File: src/rtl/tsa_pkg.sv
// Shared types for the time slot assigner: which byte of a channel's
// data occupies the slot currently on the highway.
package tsa_pkg;

    typedef enum logic [1:0] {
        LANE_NONE = 2'd0,
        LANE_MSB  = 2'd1,
        LANE_LSB  = 2'd2,
        LANE_SIG  = 2'd3
    } lane_e;

    // Map slot hits and channel format onto the transmit byte lane.
    function automatic lane_e lane_decode(input logic first_hit, input logic next_hit,
                                          input logic linear, input logic sig_en);
        lane_e r;
        r = LANE_NONE;
        if (first_hit)
            r = linear ? LANE_MSB : LANE_LSB;
        else if (next_hit && linear)
            r = LANE_LSB;
        else if (next_hit && sig_en)
            r = LANE_SIG;
        return r;
    endfunction

endpackage

File: src/rtl/tsa_clk_sync.sv
// Brings bit clock, frame sync and receive data into the system clock
// domain and turns bit clock edges into one-cycle strobes.
// Assumes each bit clock level lasts at least STAGES+1 system clocks.
// All three inputs pass through the same number of stages, so frame sync
// and receive data are aligned with the edge that the strobes mark.
module tsa_clk_sync #(
    parameter int STAGES = 2
) (
    input  logic clk,
    input  logic rst_n,
    input  logic bclk_in,
    input  logic fsync_in,
    input  logic rx_in,
    input  logic tx_fall,
    output logic launch_stb,
    output logic sample_stb,
    output logic fs_at,
    output logic rx_bit
);
    logic [STAGES:0]   bclk_q;
    logic [STAGES-1:0] fs_q;
    logic [STAGES-1:0] rx_q;
    logic              rise;
    logic              fall;

    // Shift the highway inputs through the synchronizer chains.
    always_ff @(posedge clk) begin
        if (!rst_n) begin
            bclk_q <= '0;
            fs_q   <= '0;
            rx_q   <= '0;
        end else begin
            bclk_q <= {bclk_q[STAGES-1:0], bclk_in};
            fs_q   <= {fs_q[STAGES-2:0], fsync_in};
            rx_q   <= {rx_q[STAGES-2:0], rx_in};
        end
    end

    // Detect edges and route them to launch or capture by the edge select.
    always_comb begin
        rise       = bclk_q[STAGES-1] & ~bclk_q[STAGES];
        fall       = ~bclk_q[STAGES-1] & bclk_q[STAGES];
        launch_stb = tx_fall ? fall : rise;
        sample_stb = tx_fall ? rise : fall;
        fs_at      = fs_q[STAGES-1];
        rx_bit     = rx_q[STAGES-1];
    end
endmodule

File: src/rtl/tsa_frame_pos.sv
// Bit position counter within the frame. Position p is bit (7 - p%8) of
// slot p/8. It advances on each launch strobe, restarts at 0 when frame
// sync is high at a launch strobe, and wraps after cfg_slots slots.
// Assumes cfg_slots does not change while the highway runs.
module tsa_frame_pos #(
    parameter int SLOT_W = 7,
    localparam int POS_W = SLOT_W + 3
) (
    input  logic              clk,
    input  logic              rst_n,
    input  logic              launch_stb,
    input  logic              fs_at,
    input  logic [SLOT_W:0]   cfg_slots,
    output logic [POS_W-1:0]  pos,
    output logic              synced,
    output logic [POS_W-1:0]  pos_nxt,
    output logic              synced_nxt
);
    logic [POS_W:0] limit;
    logic           wrap;

    // Next position: restart on sync, wrap at the frame length, else step.
    always_comb begin
        limit      = {cfg_slots, 3'b000};
        wrap       = ({1'b0, pos} + 1'b1) >= limit;
        synced_nxt = synced | fs_at;
        if (fs_at || wrap)
            pos_nxt = '0;
        else
            pos_nxt = pos + 1'b1;
    end

    // Commit the position at every launch strobe.
    always_ff @(posedge clk) begin
        if (!rst_n) begin
            pos    <= '0;
            synced <= 1'b0;
        end else if (launch_stb) begin
            pos    <= pos_nxt;
            synced <= synced_nxt;
        end
    end
endmodule

File: src/rtl/tsa_tx_path.sv
// Transmit side: for the position about to be launched, find the channel
// that owns the slot, pick its byte lane and bit, and register the bit and
// the output enable at the launch strobe. If assignments overlap, the
// lowest numbered channel wins.
module tsa_tx_path
    import tsa_pkg::*;
#(
    parameter int NUM_CH = 4,
    parameter int SLOT_W = 7,
    localparam int POS_W = SLOT_W + 3
) (
    input  logic                     clk,
    input  logic                     rst_n,
    input  logic                     launch_stb,
    input  logic                     synced_nxt,
    input  logic [POS_W-1:0]         pos_nxt,
    input  logic [SLOT_W:0]          cfg_slots,
    input  logic [NUM_CH*SLOT_W-1:0] tx_slot,
    input  logic [NUM_CH-1:0]        linear,
    input  logic [NUM_CH-1:0]        sig_en,
    input  logic [NUM_CH*16-1:0]     tx_data,
    input  logic [NUM_CH*8-1:0]      tx_sig,
    output logic                     pcm_tx,
    output logic                     pcm_oe
);
    logic [SLOT_W-1:0] slot;
    logic [2:0]        bsel;
    logic [NUM_CH-1:0] ch_act;
    logic [NUM_CH-1:0] ch_bit;
    logic              pick_act;
    logic              pick_bit;

    assign slot = pos_nxt[POS_W-1:3];
    assign bsel = ~pos_nxt[2:0];

    for (genvar c = 0; c < NUM_CH; c++) begin : g_ch
        logic [SLOT_W-1:0] asg;
        logic              in_frame;
        logic              hit0;
        logic              hit1;
        lane_e             lane;
        logic [7:0]        byte_v;

        // Decode slot ownership and the byte this channel offers.
        always_comb begin
            asg      = tx_slot[c*SLOT_W +: SLOT_W];
            in_frame = {1'b0, asg} < cfg_slots;
            hit0     = in_frame && (slot == asg);
            hit1     = in_frame && ({1'b0, slot} == ({1'b0, asg} + 1'b1));
            lane     = lane_decode(hit0, hit1, linear[c], sig_en[c]);
            case (lane)
                LANE_MSB: byte_v = tx_data[c*16+8 +: 8];
                LANE_LSB: byte_v = tx_data[c*16 +: 8];
                LANE_SIG: byte_v = tx_sig[c*8 +: 8];
                default:  byte_v = 8'h00;
            endcase
            ch_act[c] = (lane != LANE_NONE);
            ch_bit[c] = byte_v[bsel];
        end
    end

    // Priority pick: scan downward so the lowest active channel remains.
    always_comb begin
        pick_act = 1'b0;
        pick_bit = 1'b0;
        for (int c = NUM_CH - 1; c >= 0; c--) begin
            if (ch_act[c]) begin
                pick_act = 1'b1;
                pick_bit = ch_bit[c];
            end
        end
    end

    // Launch the chosen bit and the enable on the selected edge.
    always_ff @(posedge clk) begin
        if (!rst_n) begin
            pcm_tx <= 1'b0;
            pcm_oe <= 1'b0;
        end else if (launch_stb) begin
            pcm_oe <= pick_act & synced_nxt;
            pcm_tx <= pick_bit & pick_act & synced_nxt;
        end
    end
endmodule

File: src/rtl/tsa_rx_path.sv
// Receive side: each channel shifts in the bits of its own receive slot
// (two slots when linear) at capture strobes. It copies the assembled
// sample into its buffer only when the last bit of its last slot has
// arrived. Receive has no signaling byte.
module tsa_rx_path #(
    parameter int NUM_CH = 4,
    parameter int SLOT_W = 7,
    localparam int POS_W = SLOT_W + 3
) (
    input  logic                     clk,
    input  logic                     rst_n,
    input  logic                     sample_stb,
    input  logic                     synced,
    input  logic [POS_W-1:0]         pos,
    input  logic                     rx_bit,
    input  logic [SLOT_W:0]          cfg_slots,
    input  logic [NUM_CH*SLOT_W-1:0] rx_slot,
    input  logic [NUM_CH-1:0]        linear,
    output logic [NUM_CH*16-1:0]     rx_buf
);
    logic [SLOT_W-1:0] slot;
    logic              last_bit;

    assign slot     = pos[POS_W-1:3];
    assign last_bit = (pos[2:0] == 3'd7);

    for (genvar c = 0; c < NUM_CH; c++) begin : g_ch
        logic [SLOT_W-1:0] asg;
        logic              in_frame;
        logic              hit0;
        logic              hit1;
        logic              take;
        logic              finish;
        logic [15:0]       sh;
        logic [15:0]       hold;

        // Decide whether this capture belongs to the channel and ends it.
        always_comb begin
            asg      = rx_slot[c*SLOT_W +: SLOT_W];
            in_frame = {1'b0, asg} < cfg_slots;
            hit0     = in_frame && (slot == asg);
            hit1     = in_frame && ({1'b0, slot} == ({1'b0, asg} + 1'b1));
            take     = sample_stb && synced && (hit0 || (hit1 && linear[c]));
            finish   = take && last_bit && (linear[c] ? hit1 : hit0);
        end

        // Collect incoming bits most significant first.
        always_ff @(posedge clk) begin
            if (!rst_n)
                sh <= '0;
            else if (take)
                sh <= {sh[14:0], rx_bit};
        end

        // Publish the completed sample once its final bit is in.
        always_ff @(posedge clk) begin
            if (!rst_n)
                hold <= '0;
            else if (finish)
                hold <= linear[c] ? {sh[14:0], rx_bit} : {8'h00, sh[6:0], rx_bit};
        end

        assign rx_buf[c*16 +: 16] = hold;
    end
endmodule

File: src/rtl/pcm_slot_assigner.sv
// Top of the PCM highway time slot assigner. It holds the transmit sample
// registers written from the parallel port and wires the synchronizer,
// frame counter, transmit path and receive path together.
// Assumes the system clock runs at least six times faster than the bit
// clock and that configuration is held steady while the highway runs.
module pcm_slot_assigner #(
    parameter int NUM_CH  = 4,
    parameter int SLOT_W  = 7,
    parameter int STAGES  = 2,
    localparam int CH_W   = (NUM_CH > 1) ? $clog2(NUM_CH) : 1,
    localparam int POS_W  = SLOT_W + 3
) (
    input  logic                     clk,
    input  logic                     rst_n,
    input  logic [SLOT_W:0]          cfg_slots,
    input  logic                     cfg_tx_fall,
    input  logic [NUM_CH*SLOT_W-1:0] ch_tx_slot,
    input  logic [NUM_CH*SLOT_W-1:0] ch_rx_slot,
    input  logic [NUM_CH-1:0]        ch_linear,
    input  logic [NUM_CH-1:0]        ch_sig_en,
    input  logic                     pcm_bclk,
    input  logic                     pcm_fsync,
    input  logic                     pcm_rx,
    output logic                     pcm_tx,
    output logic                     pcm_oe,
    input  logic                     host_we,
    input  logic [CH_W-1:0]          host_ch,
    input  logic [15:0]              host_tx_data,
    input  logic [7:0]               host_tx_sig,
    input  logic [CH_W-1:0]          host_rd_ch,
    output logic [15:0]              host_rx_data
);
    logic                 launch_stb;
    logic                 sample_stb;
    logic                 fs_at;
    logic                 rx_bit;
    logic [POS_W-1:0]     pos;
    logic [POS_W-1:0]     pos_nxt;
    logic                 synced;
    logic                 synced_nxt;
    logic [NUM_CH*16-1:0] tx_data_q;
    logic [NUM_CH*8-1:0]  tx_sig_q;
    logic [NUM_CH*16-1:0] rx_buf;

    // Store transmit samples and signaling bytes from the parallel port.
    always_ff @(posedge clk) begin
        if (!rst_n) begin
            tx_data_q <= '0;
            tx_sig_q  <= '0;
        end else if (host_we && (int'(host_ch) < NUM_CH)) begin
            tx_data_q[host_ch*16 +: 16] <= host_tx_data;
            tx_sig_q[host_ch*8 +: 8]    <= host_tx_sig;
        end
    end

    // Present the selected channel's receive buffer.
    always_comb begin
        host_rx_data = 16'h0000;
        if (int'(host_rd_ch) < NUM_CH)
            host_rx_data = rx_buf[host_rd_ch*16 +: 16];
    end

    tsa_clk_sync #(.STAGES(STAGES)) u_sync (
        .clk        (clk),
        .rst_n      (rst_n),
        .bclk_in    (pcm_bclk),
        .fsync_in   (pcm_fsync),
        .rx_in      (pcm_rx),
        .tx_fall    (cfg_tx_fall),
        .launch_stb (launch_stb),
        .sample_stb (sample_stb),
        .fs_at      (fs_at),
        .rx_bit     (rx_bit)
    );

    tsa_frame_pos #(.SLOT_W(SLOT_W)) u_pos (
        .clk        (clk),
        .rst_n      (rst_n),
        .launch_stb (launch_stb),
        .fs_at      (fs_at),
        .cfg_slots  (cfg_slots),
        .pos        (pos),
        .synced     (synced),
        .pos_nxt    (pos_nxt),
        .synced_nxt (synced_nxt)
    );

    tsa_tx_path #(.NUM_CH(NUM_CH), .SLOT_W(SLOT_W)) u_tx (
        .clk        (clk),
        .rst_n      (rst_n),
        .launch_stb (launch_stb),
        .synced_nxt (synced_nxt),
        .pos_nxt    (pos_nxt),
        .cfg_slots  (cfg_slots),
        .tx_slot    (ch_tx_slot),
        .linear     (ch_linear),
        .sig_en     (ch_sig_en),
        .tx_data    (tx_data_q),
        .tx_sig     (tx_sig_q),
        .pcm_tx     (pcm_tx),
        .pcm_oe     (pcm_oe)
    );

    tsa_rx_path #(.NUM_CH(NUM_CH), .SLOT_W(SLOT_W)) u_rx (
        .clk        (clk),
        .rst_n      (rst_n),
        .sample_stb (sample_stb),
        .synced     (synced),
        .pos        (pos),
        .rx_bit     (rx_bit),
        .cfg_slots  (cfg_slots),
        .rx_slot    (ch_rx_slot),
        .linear     (ch_linear),
        .rx_buf     (rx_buf)
    );
endmodule

File: config.mk
export PLATFORM = sky130hd
export DESIGN_NAME = pcm_slot_assigner
export DESIGN_NICKNAME = d
export VERILOG_FILES = /design/src/rtl/tsa_pkg.sv /design/src/rtl/tsa_clk_sync.sv /design/src/rtl/tsa_frame_pos.sv /design/src/rtl/tsa_tx_path.sv /design/src/rtl/tsa_rx_path.sv /design/src/rtl/pcm_slot_assigner.sv
export SDC_FILE = /design/constraint.sdc
export NUM_CORES = 1
export LEC_CHECK = 0
export BUFFER_PORTS_ARGS = -buffer_cell sky130_fd_sc_hd__buf_2
export CAP_MARGIN = 5
export CORE_MARGIN = 4
export CORE_UTILIZATION = 60
export CTS_CLUSTER_DIAMETER = 200
export DETAILED_ROUTE_END_ITERATION = 7
export PLACE_DENSITY_LB_ADDON = 0.25
export SKIP_LAST_GASP = 1
export SYNTH_ARGS = -nofsm -noshare
export SYNTH_HDL_FRONTEND = slang
export SYNTH_HIERARCHICAL = 1
export SYNTH_SLANG_ARGS = --single-unit
File: constraint.sdc
create_clock -name clk -period 11.4 [get_ports clk]
set_clock_uncertainty 0.1 [all_clocks]
set_input_delay 0 -clock clk [delete_from_list [all_inputs] [get_ports clk]]
set_output_delay 0 -clock clk [all_outputs]
set_load 0.02 [all_outputs]
==> run summary <==
Slew headroom -> 0.186
Placed cells -> 1955
Final wirelength -> 41200 µm
Busiest layer in global routing -> met2
Die area -> 27300 µm²
Layout cells sized above 1 -> 0.155
Antenna violations before repair -> 0
Initial detailed-routing violation count -> 1256
Compound-cell area share of the yosys netlist -> 0.227
PnR Total Power -> 1.89 mW
Overall Global Routing Usage -> 0.291
Residual DRC -> 0
Final hold vios -> 1
Adder-Cell Fraction of Synth Area -> 0.0591
First-pass iteration count of the detailed router -> 6
Vias in the first global route -> 12800
RSZ-0062 raised after global routing -> no
Total CTS buffers -> 26
CP Capture Type -> flip-flop
Post-synthesis mux area share -> 0.0689
Fin crit period -> 6570 ps
Hold Path Class -> primary input to flip-flop
Fin crit share -> 0.577
# nets final -> 1872
Measured slew at the worst slew-check pin -> 1200 ps
Commonest non-fill, non-tap cell in the layout -> dfxtp_1
Failing checks -> hold timing
Initial core utilization -> 0.610
Worst setup path start -> u_pos/pos[5]
Placer Congestion -> 0.921
Flop pwr share -> 0.448
GRT overflow -> 0
FF-to-FF setup slack -> 4830 ps
Ys async rst share -> 0
Commonest non-fill, non-tap cells in the layout -> dfxtp_1, nand2_1, buf_2, nand4_1, nor2_1
Ys flop type -> dfxtp_1
Slew Viols, Final -> 0
Switching portion of total power -> 0.255
Ant. Diodes -> 0
Crit path DAT -> 6890 ps
Switch Pwr -> 0.481 mW
Setup_tns -> 0 ps
PD cells -> 114 nW/µm²
Post-synth EDFFs -> 0
Req. time, crit path -> 11720 ps
Finished Core Util -> 0.679
Mapped cell area -> 14800 µm²
Finished Layout Cells -> 2038
Pint -> 1.41 mW
Port-buffer cells -> 124
CTS H-tree depth -> 1
Status -> finished with violations
# resized after CTS -> 0
Hold_buf cts -> 36
Setup-failing EPs final -> 0
Largest net degree at the start of global routing -> 143
Met3 GRT Util -> 0.0400
Yosys top cell area share -> 0.324
Clk pin slew, worst setup/hold paths -> 60 ps
Peak supply drop -> 126 µV
Dominant cells by area after synthesis -> dfxtp_1, ha_1, a32o_1
Layout area overhead -> 11.3%
XOR/XNOR Fraction of Synth Area -> 0.0496
Worst-path maximum fanout -> 20
Die H -> 165 µm
Startpoint Class -> flip-flop
Reg2Reg Depth -> 19
Post-synthesis register bit count -> 240
Leading area contributor after synthesis -> dfxtp_1
Post-CTS setup buffer count -> 0
Max-Cap Viols -> 0
Vias/cell -> 6.61
Fillers -> 1990
CP Capture Point -> u_tx/pcm_tx
Yosys warns -> 6
Placed Instance Area -> 15300 µm²
Leak Pwr -> 6.19 nW
Fin area -> 16500 µm²
Synthesized Nets -> 1794
Largest family of logic cells by synthesized area -> compound AO/OA/AOI/OAI gates
Wire length of the first global-routing pass -> 64900 µm
TritonCTS clock tree -> done
RR Startpoint -> u_pos/pos[5]
Number of library cell types mapped by synthesis -> 108
Sequential area share after synthesis -> 0.324
Vias -> 13500
CTS Root Cell -> clkbuf_16
Met2 Use GR -> 0.491
Simple-Gate Fraction of Synth Area -> 0.211
Chip width -> 165 µm
Hold slack final -> -2.92 ps
Setup WS post-layout -> 4830 ps
Post-synthesis cell count -> 1617
TritonCTS Sinks -> 240
Clock latency on the worst-skew pair -> 530 ps
Std-Cell Rows -> 57
Bufs on Longest Clock Path -> 3
Syn_area_per_cell -> 9.17 µm²
Combinational Power Share -> 0.124
Final ANT Viol Nets -> 0
Pre-CTS WS -> 4970 ps
Dpl hpwl -> 28700 µm
Clock Power Share -> 0.428
Core ar. -> 24300 µm²
Drt wl/cell -> 20.2 µm
Max Clk Rate -> 152 MHz
FF-to-FF End -> u_tx/pcm_tx
GR Util met1 -> 0.378
Crit path kind -> flip-flop to flip-flop
IO Count -> 125
## worst min path at each step
stage	slack, ps	startpoint	endpoint	cells past startpoint
final	-3	rst_n	u_tx/pcm_oe	2
after global routing	60	rst_n	u_rx/g_ch[2].hold[10]	3
after CTS	10	rst_n	u_rx/g_ch[2].hold[10]	3
after detailed placement	110	pcm_fsync	u_sync/fs_q[0]	2
after global placement	100	pcm_fsync	u_sync/fs_q[0]	2
after floorplan	20	rst_n	u_sync/bclk_q[0]	1
## flip-flops by register name, summed over array words and instances (netlist names)
register / count
tx_data_q: 64
u_rx/g_ch.hold: 64
u_rx/g_ch.sh: 60
tx_sig_q: 32
u_pos/pos: 10
u_sync/bclk_q: 3
u_sync/fs_q: 2
u_sync/rx_q: 2
u_pos/synced: 1
u_tx/pcm_oe: 1
u_tx/pcm_tx: 1
## per-layer routing
layer  wire (µm)  vias up
met5           0        -
met4        1790        0
met3        2830      128
met2       19200      590
met1       17400     6450
li1            -     6304
## power by group through the flow
| stage | clock network [mW] | registers (mW) | logic [mW] |
|---|---|---|---|
| floorplan | 0 | 0.863 | 0.144 |
| global placement | 0 | 0.864 | 0.213 |
| detailed placement | 0 | 0.864 | 0.218 |
| CTS | 0.821 | 0.846 | 0.227 |
| global route | 0.854 | 0.846 | 0.253 |
| finish | 0.809 | 0.846 | 0.233 |
## cells by family (layout without fill, tap and decap cells)
logic type	Yosys count	count (layout)
compound gates	392	392
xor+xnor	84	84
fa+ha+maj	70	70
buf+inv	181	278
flops	240	240
mux	82	82
simple gates	568	568
## Yosys cell counts (12+ instances only)
| master | count |
|---|---|
| a211oi_1 | 17 |
| xnor2_1 | 45 |
| mux4_2 | 16 |
| nand2b_1 | 20 |
| buf_2 | 33 |
| a41oi_1 | 16 |
| o2bb2ai_2 | 20 |
| a32o_1 | 68 |
| clkbuf_1 | 66 |
| a21oi_1 | 31 |
| a22o_1 | 13 |
| buf_6 | 12 |
| ha_1 | 70 |
| a31oi_1 | 14 |
| mux2i_1 | 65 |
| inv_1 | 57 |
| xor2_1 | 39 |
| nand3b_1 | 19 |
| nor3_1 | 15 |
| nor2b_1 | 54 |
| a221oi_1 | 21 |
| and3_1 | 15 |
| nor2_1 | 76 |
| dfxtp_1 | 240 |
| nand3_1 | 70 |
| nand4_1 | 80 |
| and2_1 | 18 |
| nand2_1 | 131 |
| a21o_1 | 13 |
| o2111ai_1 | 16 |
| o21ai_0 | 49 |
## worst max-delay path, stage by stage (launching register included)
cell and delay (ps):
dfxtp_1 830, nand4_1 360, nor3_1 340, xnor2_1 230, inv_1 90, ha_1 300
and3_4 180, a221oi_4 420, nand3_4 230, nor2_1 880, xor2_1 150, nor4_1 300
nand4_1 290, nand2_1 270, nor4_4 90, a221oi_1 310, a221oi_1 150, nor4_1 590
o32ai_2 140, a31o_1 200
## cell type report
type | instances | area (µm²) | area share
multi-input combinational | 1196 | 9170 | 0.555
sequential | 240 | 4800 | 0.291
timing repair buffer | 174 | 1090 | 0.0662
clock buffer | 39 | 751 | 0.0455
tap | 324 | 405 | 0.0246
inverter | 57 | 214 | 0.0130
clock inverter | 8 | 72.6 | 0.00440
No activity file was read; power rests on OpenSTA's default activity.
